### src/rtl/nic_irq_pkg.sv
package nic_irq_pkg;
  localparam int unsigned DATA_W    = 32;
  localparam int unsigned B_SWI     = 31;
  localparam int unsigned B_READY   = 30;
  localparam int unsigned LVL_LSB   = 26;
  localparam int unsigned LVL_N     = 4;
  localparam int unsigned B_TXHALT  = 25;
  localparam int unsigned B_RXHALT  = 24;
  localparam int unsigned B_DROPMID = 23;
  localparam int unsigned B_TXIOC   = 21;
  localparam int unsigned B_RXDMA   = 20;
  localparam logic [DATA_W-1:0] STICKY_MASK = 32'hC3B0_0000;
  localparam logic [DATA_W-1:0] LEVEL_MASK  = 32'h3C00_0000;
  localparam logic [DATA_W-1:0] ENABLE_MASK = STICKY_MASK | LEVEL_MASK;
  typedef logic [DATA_W-1:0] word_t;
endpackage

### src/rtl/nic_irq_sticky.sv
module nic_irq_sticky #(
  parameter int unsigned W = 32,
  parameter logic [W-1:0] MASK = '1
) (
  input  logic         clk,
  input  logic         rst_n,
  input  logic [W-1:0] set_i,
  input  logic [W-1:0] clr_i,
  output logic [W-1:0] q_o
);
  for (genvar i = 0; i < W; i++) begin : g_bit
    if (MASK[i]) begin : g_live
      always_ff @(posedge clk or negedge rst_n) begin
        if (!rst_n)        q_o[i] <= 1'b0;
        else if (set_i[i]) q_o[i] <= 1'b1;
        else if (clr_i[i]) q_o[i] <= 1'b0;
      end
    end else begin : g_tie
      assign q_o[i] = 1'b0;
    end
  end
endmodule

### src/rtl/nic_irq_midpoint.sv
module nic_irq_midpoint #(
  parameter int unsigned CNT_W = 32
) (
  input  logic             clk,
  input  logic             rst_n,
  input  logic [CNT_W-1:0] cnt_i,
  output logic             cross_o
);
  localparam logic [CNT_W-1:0] BELOW_HALF = {1'b0, {(CNT_W-1){1'b1}}};
  localparam logic [CNT_W-1:0] AT_HALF    = {1'b1, {(CNT_W-1){1'b0}}};
  logic [CNT_W-1:0] prev_q;

  always_ff @(posedge clk or negedge rst_n) begin
    if (!rst_n) prev_q <= '0;
    else        prev_q <= cnt_i;
  end

  assign cross_o = (prev_q == BELOW_HALF) && (cnt_i == AT_HALF);
endmodule

### src/rtl/nic_irq_rise.sv
module nic_irq_rise (
  input  logic clk,
  input  logic rst_n,
  input  logic lvl_i,
  output logic rise_o
);
  logic lvl_q;

  always_ff @(posedge clk or negedge rst_n) begin
    if (!rst_n) lvl_q <= 1'b0;
    else        lvl_q <= lvl_i;
  end

  assign rise_o = lvl_i & ~lvl_q;
endmodule

### src/rtl/nic_irq_ctrl.sv
module nic_irq_ctrl
  import nic_irq_pkg::*;
#(
  parameter int unsigned ADDR_W   = 8,
  parameter int unsigned CNT_W    = 32,
  parameter logic [ADDR_W-1:0] CTRL_OFS = 8'h54,
  parameter logic [ADDR_W-1:0] STAT_OFS = 8'h58,
  parameter logic [ADDR_W-1:0] ENAB_OFS = 8'h5C
) (
  input  logic              clk,
  input  logic              rst_n,
  input  logic              reg_wr,
  input  logic [ADDR_W-1:0] reg_addr,
  input  logic [DATA_W-1:0] reg_wdata,
  output logic [DATA_W-1:0] reg_rdata,
  input  logic              evt_tx_halt,
  input  logic              evt_rx_halt,
  input  logic              evt_tx_ioc,
  input  logic              evt_rx_dma,
  input  logic [CNT_W-1:0]  drop_count,
  input  logic              dev_ready,
  input  logic [LVL_N-1:0]  src_pending,
  output logic              irq_o
);
  logic  wr_stat, wr_enab, wr_ctrl;
  logic  drop_mid, ready_rise;
  word_t set_vec, clr_vec, sticky_q, status, enable_q;
  logic  master_q, irq_q;

  assign wr_stat = reg_wr && (reg_addr == STAT_OFS);
  assign wr_enab = reg_wr && (reg_addr == ENAB_OFS);
  assign wr_ctrl = reg_wr && (reg_addr == CTRL_OFS);

  nic_irq_midpoint #(.CNT_W(CNT_W)) u_mid (
    .clk(clk), .rst_n(rst_n), .cnt_i(drop_count), .cross_o(drop_mid)
  );

  nic_irq_rise u_ready (
    .clk(clk), .rst_n(rst_n), .lvl_i(dev_ready), .rise_o(ready_rise)
  );

  always_comb begin
    set_vec            = '0;
    set_vec[B_SWI]     = wr_enab & reg_wdata[B_SWI];
    set_vec[B_READY]   = ready_rise;
    set_vec[B_TXHALT]  = evt_tx_halt;
    set_vec[B_RXHALT]  = evt_rx_halt;
    set_vec[B_DROPMID] = drop_mid;
    set_vec[B_TXIOC]   = evt_tx_ioc;
    set_vec[B_RXDMA]   = evt_rx_dma;
  end

  assign clr_vec = wr_stat ? (reg_wdata & STICKY_MASK) : '0;

  nic_irq_sticky #(.W(DATA_W), .MASK(STICKY_MASK)) u_sticky (
    .clk(clk), .rst_n(rst_n), .set_i(set_vec), .clr_i(clr_vec), .q_o(sticky_q)
  );

  always_comb begin
    status = sticky_q;
    status[LVL_LSB +: LVL_N] = src_pending;
  end

  always_ff @(posedge clk or negedge rst_n) begin
    if (!rst_n) begin
      enable_q <= '0;
      master_q <= 1'b0;
      irq_q    <= 1'b0;
    end else begin
      if (wr_enab) enable_q <= reg_wdata & ENABLE_MASK;
      if (wr_ctrl) master_q <= reg_wdata[0];
      irq_q <= master_q & (|(status & enable_q));
    end
  end

  assign irq_o = irq_q;

  always_comb begin
    unique case (1'b1)
      (reg_addr == STAT_OFS): reg_rdata = status;
      (reg_addr == ENAB_OFS): reg_rdata = enable_q;
      (reg_addr == CTRL_OFS): reg_rdata = {{(DATA_W-1){1'b0}}, master_q};
      default:                reg_rdata = '0;
    endcase
  end
endmodule

### config.mk
export PLATFORM = sky130hd
export DESIGN_NAME = nic_irq_ctrl
export DESIGN_NICKNAME = d
export VERILOG_FILES = /design/src/rtl/nic_irq_pkg.sv /design/src/rtl/nic_irq_sticky.sv /design/src/rtl/nic_irq_midpoint.sv /design/src/rtl/nic_irq_rise.sv /design/src/rtl/nic_irq_ctrl.sv
export SDC_FILE = /design/constraint.sdc
export NUM_CORES = 1
export LEC_CHECK = 0
export CAP_MARGIN = 10
export CORE_UTILIZATION = 30
export CTS_CLUSTER_SIZE = 12
export DETAILED_ROUTE_END_ITERATION = 12
export MAX_ROUTING_LAYER = met4
export PLACE_DENSITY = 0.65
export SLEW_MARGIN = 25
export SYNTH_ARGS = -nofsm -noshare
export SYNTH_HDL_FRONTEND = slang
export SYNTH_SLANG_ARGS = --single-unit
export TNS_END_PERCENT = 50
### constraint.sdc
create_clock -name clk -period 1.9 [get_ports clk]
set_input_delay 0.475 -clock clk [delete_from_list [all_inputs] [get_ports clk]]
set_output_delay 0.475 -clock clk [all_outputs]
set_load 0.005 [all_outputs]
==> results of run 1 <==
worst register-to-register path: cells and delay by family, from the launching register on:
kind	cells	cell delay (ns)
simple gates	1	0.20
compound gates	3	0.51
flops	1	0.41
sequential cells by signal, summed over array words and instances (netlist names):
register and flops:
u_mid.prev_q 32, u_sticky.q_o 7, u_ready.lvl_q 1, irq_o 1, master_q 1, enable_q 11
synth_stat cells:
cell type	n	area [µm²]
a22o_1	14	122.6
a21boi_0	1	7.510
nand3_1	7	35.03
nand4_1	7	43.79
nor2b_1	1	6.260
mux2_4	4	60.06
and4b_1	3	30.03
or2_1	1	6.260
a22oi_1	2	15.01
nand3_4	1	17.52
conb_1	1	3.750
and3_1	1	6.260
buf_6	2	22.52
nor4b_4	1	23.77
nor4b_1	1	8.760
nand4b_1	2	17.52
nor3_1	1	5.000
mux2_2	8	90.09
nor3b_1	2	15.01
nor2_1	2	7.510
inv_1	2	7.510
nor2_2	1	6.260
buf_2	2	10.01
a221oi_1	1	8.760
nand2_1	3	11.26
a21o_1	4	30.03
dfrtp_1	53	1326
and4_1	1	8.760
a222oi_1	1	10.01
o31ai_1	2	15.01
clkbuf_1	1	3.750
buf_4	20	150.1
nor4_1	7	43.79
stage by stage:
stage / cell area [µm²] / total power [mW] / TNS [ns] / std cells / hold slack, ns
6_report: 3197 / 2.137 / -2.609 / 354 / 0.1536
5_1_grt: 3197 / 2.250 / -3.375 / 354 / 0.1573
4_1_cts: 3223 / 2.169 / -3.002 / 354 / 0.1555
3_5_place_dp: 3042 / 1.464 / -18.06 / 335 / 0.4896
3_3_place_gp: 3042 / 1.461 / -17.35 / 335 / 0.4862
2_1_floorplan: 2253 / 1.293 / -0.05233 / 179 / 0.1794
layout make-up:
type	instances	area share
flip-flops and latches	53	0.4149
repair buffers	96	0.2779
multi-input cells	99	0.2344
well taps	96	0.03757
clock buffers	7	0.03014
clock inverters	1	0.002740
inverters	2	0.002348
routing by layer:
metal	share of wire	GRT usage	up-vias
li1	-	-	746
met1	0.41	0.1641	805
met2	0.52	0.2677	74
met3	0.069	0.03697	2
met4	0.0038	0.03577	0
met5	0	-	-
timing repair:
item / 4_1_cts / 5_1_grt
gates resized for setup: 83 / 4
hold buffers: 0 / 0
endpoints found under the setup margin: 23 / 12
gates cloned: 2 / 0
pin swaps: 12 / 9
hold endpoints to repair: 0 / 0
setup buffers: 10 / 2
power groups by stage:
stage               logic [mW]  registers [mW]  clock network, mW
detailed placement       0.245            1.22                  0
floorplan               0.0806            1.21                  0
global placement         0.243            1.22                  0
finish                   0.244            1.20              0.697
global route             0.268            1.20              0.780
CTS                      0.247            1.20              0.726
worst max path at each step:
stage	endpoint	depth (start not counted)
detailed placement	reg_rdata[23]	7
global route	reg_rdata[23]	9
finish	reg_rdata[21]	7
CTS	reg_rdata[23]	8
floorplan	reg_rdata[21]	5
global placement	reg_rdata[24]	7
cells by family after synthesis:
kind of cell    after synthesis  share of synthesized area
compound gates               25                    0.09603
buf+inv                      27                    0.08913
flops                        53                     0.6095
mux                          12                    0.06901
other cells                   1                   0.001723
simple gates                 42                     0.1346
==> results by group, run 1 <==
Outcome
  • Outcome: finished with violations
  • Violated checks: setup timing

Cells and area
  • Multi-input logic area: 749.5 µm²
  • Register area: 0.001326 mm²
  • Commonest non-fill, non-tap cell in the layout: clkdlybuf4s50_1
  • Area grow syn2layout: 46.92%
  • Fill count: 663
  • Most frequent cells in the layout: 55 x clkdlybuf4s50_1, 53 x dfrtp_1, 20 x conb_1
  • # diodes: 0
  • Final core occ: 0.4629
  • Final-stage net count: 341
  • Share of layout cells above drive strength 1: 0.2519

Clocking
  • Clock Root Buffer: clkbuf_8
  • Clk buf depth: 2
  • Number of H-tree levels: 2
  • Sink Count: 53
  • CTS Buf Count: 5
  • Clock Pin Slew Worst Setup and Hold Paths: 0.09 ns
  • TritonCTS clock tree: yes
  • Worst-Skew Late Latency: 0.30 ns

Logic synthesis
  • Synthesized netlist cell count: 160
  • Syn Area/Cell: 13.60 µm²
  • Count of different cell masters after synthesis: 33
  • Yosys warns: 0
  • Register area share after synthesis: 0.6095
  • #FFs+latches synth: 53
  • Mapped cell area: 0.002176 mm²

Placement
  • Half-perimeter wire length after detailed placement: 3697 µm
  • Pre-CTS WS: -1.007 ns
  • IO buf count: 76
  • GP Congestion: 0.8006

Critical path
  • Critical path class: primary input to primary output
  • Worst Path Arrival: 1.66 ns
  • Critical path required time: 1.42 ns
  • RR Endpoint: irq_o
  • R2r startpoint: u_sticky.q_o[21]
  • Critical path buffers and inverters: 4
  • Crit end category: primary output
  • Slowest cell delay on critical path: 0.28 ns
  • Setup crit start: reg_addr[1]
  • Crit-path most repeated cell: buf_6
  • CP Cell Sequence: buf_6, nor4b_4, buf_4, and4b_2, buf_6, a22o_1, buf_2
  • Cell with the largest stage delay on the worst path: nor4b_4
  • R2R depth: 4
  • FF-to-FF setup slack: 0.64 ns
  • Crit-path max FO: 6
  • Crit-path leading delay family: simple AND/OR/NAND/NOR gates
  • Worst setup SP type: primary input

Timing
  • Final min period: 2.136 ns
  • Slack of the critical path: -0.2361 ns
  • Worst clock skew: 0.004339 ns
  • Final period util: 1.124
  • RSZ-0062 raised after global routing: yes
  • Setup violations, final: 12
  • Final hold violation count: 0
  • Count of pins over their slew limit: 0
  • Fmax: 0.4681 GHz

Power
  • Switching Share: 0.2208
  • P_int: 1.665 mW
  • Combinational share of power: 0.114
  • Clock power frac: 0.326
  • Pwr Density: 668.3 mW/mm²
  • Leak Pwr: 1.413 nW
  • Switching power total: 0.4718 mW
  • Sequential power share: 0.560
  • Worst VDD drop: 0.0003901 V

Global route
  • Vias in the first global route: 1733
  • Grt ovf: 0
  • First-pass GRT wire length: 8211 µm
  • Total Routing Usage GR: 0.1483
  • Largest net degree at the start of global routing: 54
  • Initial antenna violation count: 0

Floorplanning
  • Die Ht: 87.17 µm
  • Die Width: 87.17 µm
  • I/O pin count: 117
  • Core Region: 0.006907 mm²
  • # rows: 30
  • Die ar.: 0.007598 mm²
  • Initial cell density of the core: 0.3150

Detailed routing
  • Drt drc: 0
  • DR pass1 iterations: 4
  • DR WL/cell: 14.15 µm
  • Antenna violation net count after detailed routing: 0
  • Via density: 4.596
  • Via count: 1627
  • Post-Route WL: 5008 µm
  • Iteration-0 DRC Markers: 38

Min path
  • Worst hold path class: primary input to asynchronous set/reset pin

Flow run
  • Max-cap violations: 0
Note: power is estimated with default switching activity, not from simulation.
==> run 2, diff against run 1 <==
--- a/config.mk
+++ b/config.mk
@@ -5,6 +5,7 @@
 export SDC_FILE = /design/constraint.sdc
 export NUM_CORES = 1
 export LEC_CHECK = 0
+export ABC_CLOCK_PERIOD_IN_PS = 1900
 export CAP_MARGIN = 10
 export CORE_UTILIZATION = 30
 export CTS_CLUSTER_SIZE = 12
==> results of run 2 <==
The final DEF is identical to that of run 1; final timing and power are the same.
==> run 3, diff against run 2 <==
--- a/config.mk
+++ b/config.mk
@@ -10,6 +10,7 @@
 export CORE_UTILIZATION = 30
 export CTS_CLUSTER_SIZE = 12
 export DETAILED_ROUTE_END_ITERATION = 12
+export GPL_TIMING_DRIVEN = 0
 export MAX_ROUTING_LAYER = met4
 export PLACE_DENSITY = 0.65
 export SLEW_MARGIN = 25
==> run 3 against run 2 <==
Effect of this change: the run still ends with setup timing left; cell count grew 5.6%; die area is the same; cell area grew 4.0%; sequential share of layout area shrank 1.6 points; core utilization grew 1.8 points; sequential power is essentially flat; global-route usage shrank 0.66 points; worst hold slack gained 0.035 ns; critical path depth grew 2; largest cell class unchanged; combinational power grew 8.2%; total power shrank 0.52%; non-clock buffer count grew 20.
==> results by group, run 3 (synthesis gave the netlist of run 1 again) <==
Floorplanning
  • I/O pin count: 117 (unchanged)
  • Die ar.: 0.007598 mm² (unchanged)
  • Die Ht: 87.17 µm (unchanged)
  • Die Width: 87.17 µm (unchanged)
  • Core Region: 0.006907 mm² (unchanged)
  • # rows: 30 (unchanged)
  • Initial cell density of the core: 0.3150 (unchanged)

Clocking
  • Number of H-tree levels: 2 (unchanged)
  • Worst-Skew Late Latency: 0.30 ns (about the same)
  • Clock Root Buffer: clkbuf_8 (unchanged)
  • TritonCTS clock tree: yes (unchanged)
  • Clock Pin Slew Worst Setup and Hold Paths: 0.10 ns (was 0.09 ns)
  • CTS Buf Count: 5 (unchanged)
  • Hold_buf cts: 0 (unchanged)
  • Clk buf depth: 2 (unchanged)
  • Sink Count: 53 (unchanged)

Cells and area
  • Max reg flops: 32 (unchanged)
  • Area grow syn2layout: 52.73% (was 46.92%)
  • Top flop regs: u_mid.prev_q: 32 flops, enable_q: 11 flops, u_sticky.q_o: 7 flops (unchanged)
  • Share of layout cells above drive strength 1: 0.2950 (was 0.2519)
  • Multi-input logic area: 743.2 µm² (was 749.5 µm²)
  • Final-stage net count: 361 (was 341)
  • # diodes: 0 (unchanged)
  • Top reg by flops: u_mid.prev_q (unchanged)
  • Commonest non-fill, non-tap cell in the layout: clkdlybuf4s50_1 (unchanged)
  • Fill count: 664 (was 663)
  • Most frequent cells in the layout: 54 x clkdlybuf4s50_1, 53 x dfrtp_1, 32 x buf_4 (was 55 x clkdlybuf4s50_1, 53 x dfrtp_1, 20 x conb_1)
  • Register area: 0.001326 mm² (unchanged)
  • Finished Layout Cells: 374 (was 354)

Power
  • P_int: 1.646 mW (was 1.665 mW)
  • Pwr Density: 639.6 mW/mm² (was 668.3 mW/mm²)
  • Clock power frac: 0.313 (was 0.326)
  • Switching Share: 0.2256 (was 0.2208)
  • Switching power total: 0.4796 mW (was 0.4718 mW)
  • Overall power: 2.125 mW (was 2.137 mW)
  • Combinational share of power: 0.124 (was 0.114)
  • Worst VDD drop: 0.0004806 V (was 0.0003901 V)
  • Sequential power share: 0.563 (was 0.560)
  • Leak Pwr: 1.512 nW (was 1.413 nW)

Timing
  • RSZ-0062 raised after global routing: yes (unchanged)
  • Final min period: 2.299 ns (was 2.136 ns)
  • Setup violations, final: 12 (unchanged)
  • Count of pins over their slew limit: 0 (unchanged)
  • Worst clock skew: 0.008866 ns (was 0.004339 ns)
  • Final hold violation count: 0 (unchanged)
  • Slew HR: 0.5677
  • Final period util: 1.210 (was 1.124)
  • Slack of the critical path: -0.3993 ns (was -0.2361 ns)
  • Worst-Margin Slew: 0.6485 ns
  • Fmax: 0.4349 GHz (was 0.4681 GHz)

Detailed routing
  • Via density: 4.430 (was 4.596)
  • Post-Route WL: 5023 µm (was 5008 µm)
  • Iteration-0 DRC Markers: 26 (was 38)
  • Via count: 1657 (was 1627)
  • DR WL/cell: 13.43 µm (was 14.15 µm)
  • Drt drc: 0 (unchanged)
  • Antenna violation net count after detailed routing: 0 (unchanged)
  • DR pass1 iterations: 4 (unchanged)

Critical path
  • Critical path required time: 1.42 ns (about the same)
  • Worst Path Arrival: 1.82 ns (was 1.66 ns)
  • FF-to-FF setup slack: 0.62 ns (was 0.64 ns)
  • Crit-path most repeated cell: buf_6 (unchanged)
  • Critical path class: primary input to primary output (unchanged)
  • R2R depth: 4 (unchanged)
  • Cell with the largest stage delay on the worst path: nor4b_4 (unchanged)
  • Slowest cell delay on critical path: 0.28 ns (about the same)
  • RR Endpoint: u_sticky.q_o[23] (was irq_o)
  • Crit end category: primary output (unchanged)
  • CP Cell Sequence: buf_6, nor4b_4, buf_4, and4b_2, buf_6, buf_6, buf_6, a22o_1, buf_2 (was buf_6, nor4b_4, buf_4, and4b_2, buf_6, a22o_1, buf_2)
  • R2r startpoint: u_mid.prev_q[31] (was u_sticky.q_o[21])
  • Crit-path max FO: 2 (was 6)
  • Worst setup SP type: primary input (unchanged)

Outcome
  • Outcome: finished with violations (unchanged)
  • Violated checks: setup timing (unchanged)

Global route
  • Grt ovf: 0 (unchanged)
  • Initial antenna violation count: 0 (unchanged)
  • Vias in the first global route: 1688 (was 1733)
  • Total Routing Usage GR: 0.1417 (was 0.1483)
  • First-pass GRT wire length: 7783 µm (was 8211 µm)
  • Largest net degree at the start of global routing: 54 (unchanged)

Flow run
  • Max-cap violations: 0 (unchanged)

Placement
  • Half-perimeter wire length after detailed placement: 3766 µm (was 3697 µm)
  • GP Congestion: 0.7483 (was 0.8006)
  • IO buf count: 75 (was 76)
  • Dpl cells: 350 (was 335)

Min path
  • Worst hold path class: primary input to asynchronous set/reset pin (unchanged)
[run 3: timing repair]
action / CTS / global route
gates resized for setup: 80 / 2
gates cloned: 2 / 0
setup endpoints to repair: 24 / 12
pin swaps: 8 / 4
buffers inserted: 11 / 4
[run 3: layout make-up]
class / instances / area share
Inverter: 2 / 0.002259
Clock buffer: 6 / 0.02485
Sequential cell: 53 / 0.3991
Buffer: 24 / 0.05648
Tap cell: 96 / 0.03614
Clock inverter: 2 / 0.004895
Multi-Input combinational cell: 99 / 0.2236
Timing Repair Buffer: 92 / 0.2526
[run 3: worst max path at each step]
stage	from	depth (start not counted)	to	slack (ns)
global placement	reg_addr[0]	7	reg_rdata[24]	-1.14
CTS	reg_addr[7]	9	reg_rdata[21]	-0.38
finish	reg_addr[7]	9	reg_rdata[21]	-0.40
detailed placement	reg_addr[0]	7	reg_rdata[23]	-1.16
global route	reg_addr[7]	9	reg_rdata[21]	-0.47
floorplan	reg_addr[0]	5	reg_rdata[21]	-0.006
[run 3: worst max-delay path, delay by kind of cell]
family,cells,cell delay (ns)
buf+inv,6,0.67
simple gates,2,0.54
compound gates,1,0.14
[run 3: per-stage QoR]
stage / cell area [µm²] / setup TNS (ns) / setup WS, ns / util / hold WS, ns
after floorplan: 2253 / -0.05233 / -0.005814 / - / 0.1794
after global placement: 3124 / -79.39 / -1.144 / 0.4524 / 0.4940
after detailed placement: 3122 / -19.86 / -1.162 / 0.4520 / 0.4986
after CTS: 3282 / -3.389 / -0.3805 / 0.4752 / 0.2202
after global routing: 3323 / -4.541 / -0.4706 / 0.4812 / 0.2511
final: 3323 / -3.685 / -0.3993 / 0.4812 / 0.1889
[run 3: power by group through the flow]
| stage | combinational [mW] | clock, mW | sequential, mW |
|---|---|---|---|
| final | 0.264 | 0.666 | 1.20 |
| after global placement | 0.261 | 0 | 1.22 |
| after CTS | 0.267 | 0.683 | 1.20 |
| after global routing | 0.290 | 0.732 | 1.20 |
| after floorplan | 0.0806 | 0 | 1.21 |
| after detailed placement | 0.262 | 0 | 1.22 |
[run 3: routing by layer]
metal | routed length, µm | track usage
met5 | 0 | -
met4 | 33 | 0.02683
met1 | 2067 | 0.1631
met3 | 314 | 0.03507
met2 | 2608 | 0.2520
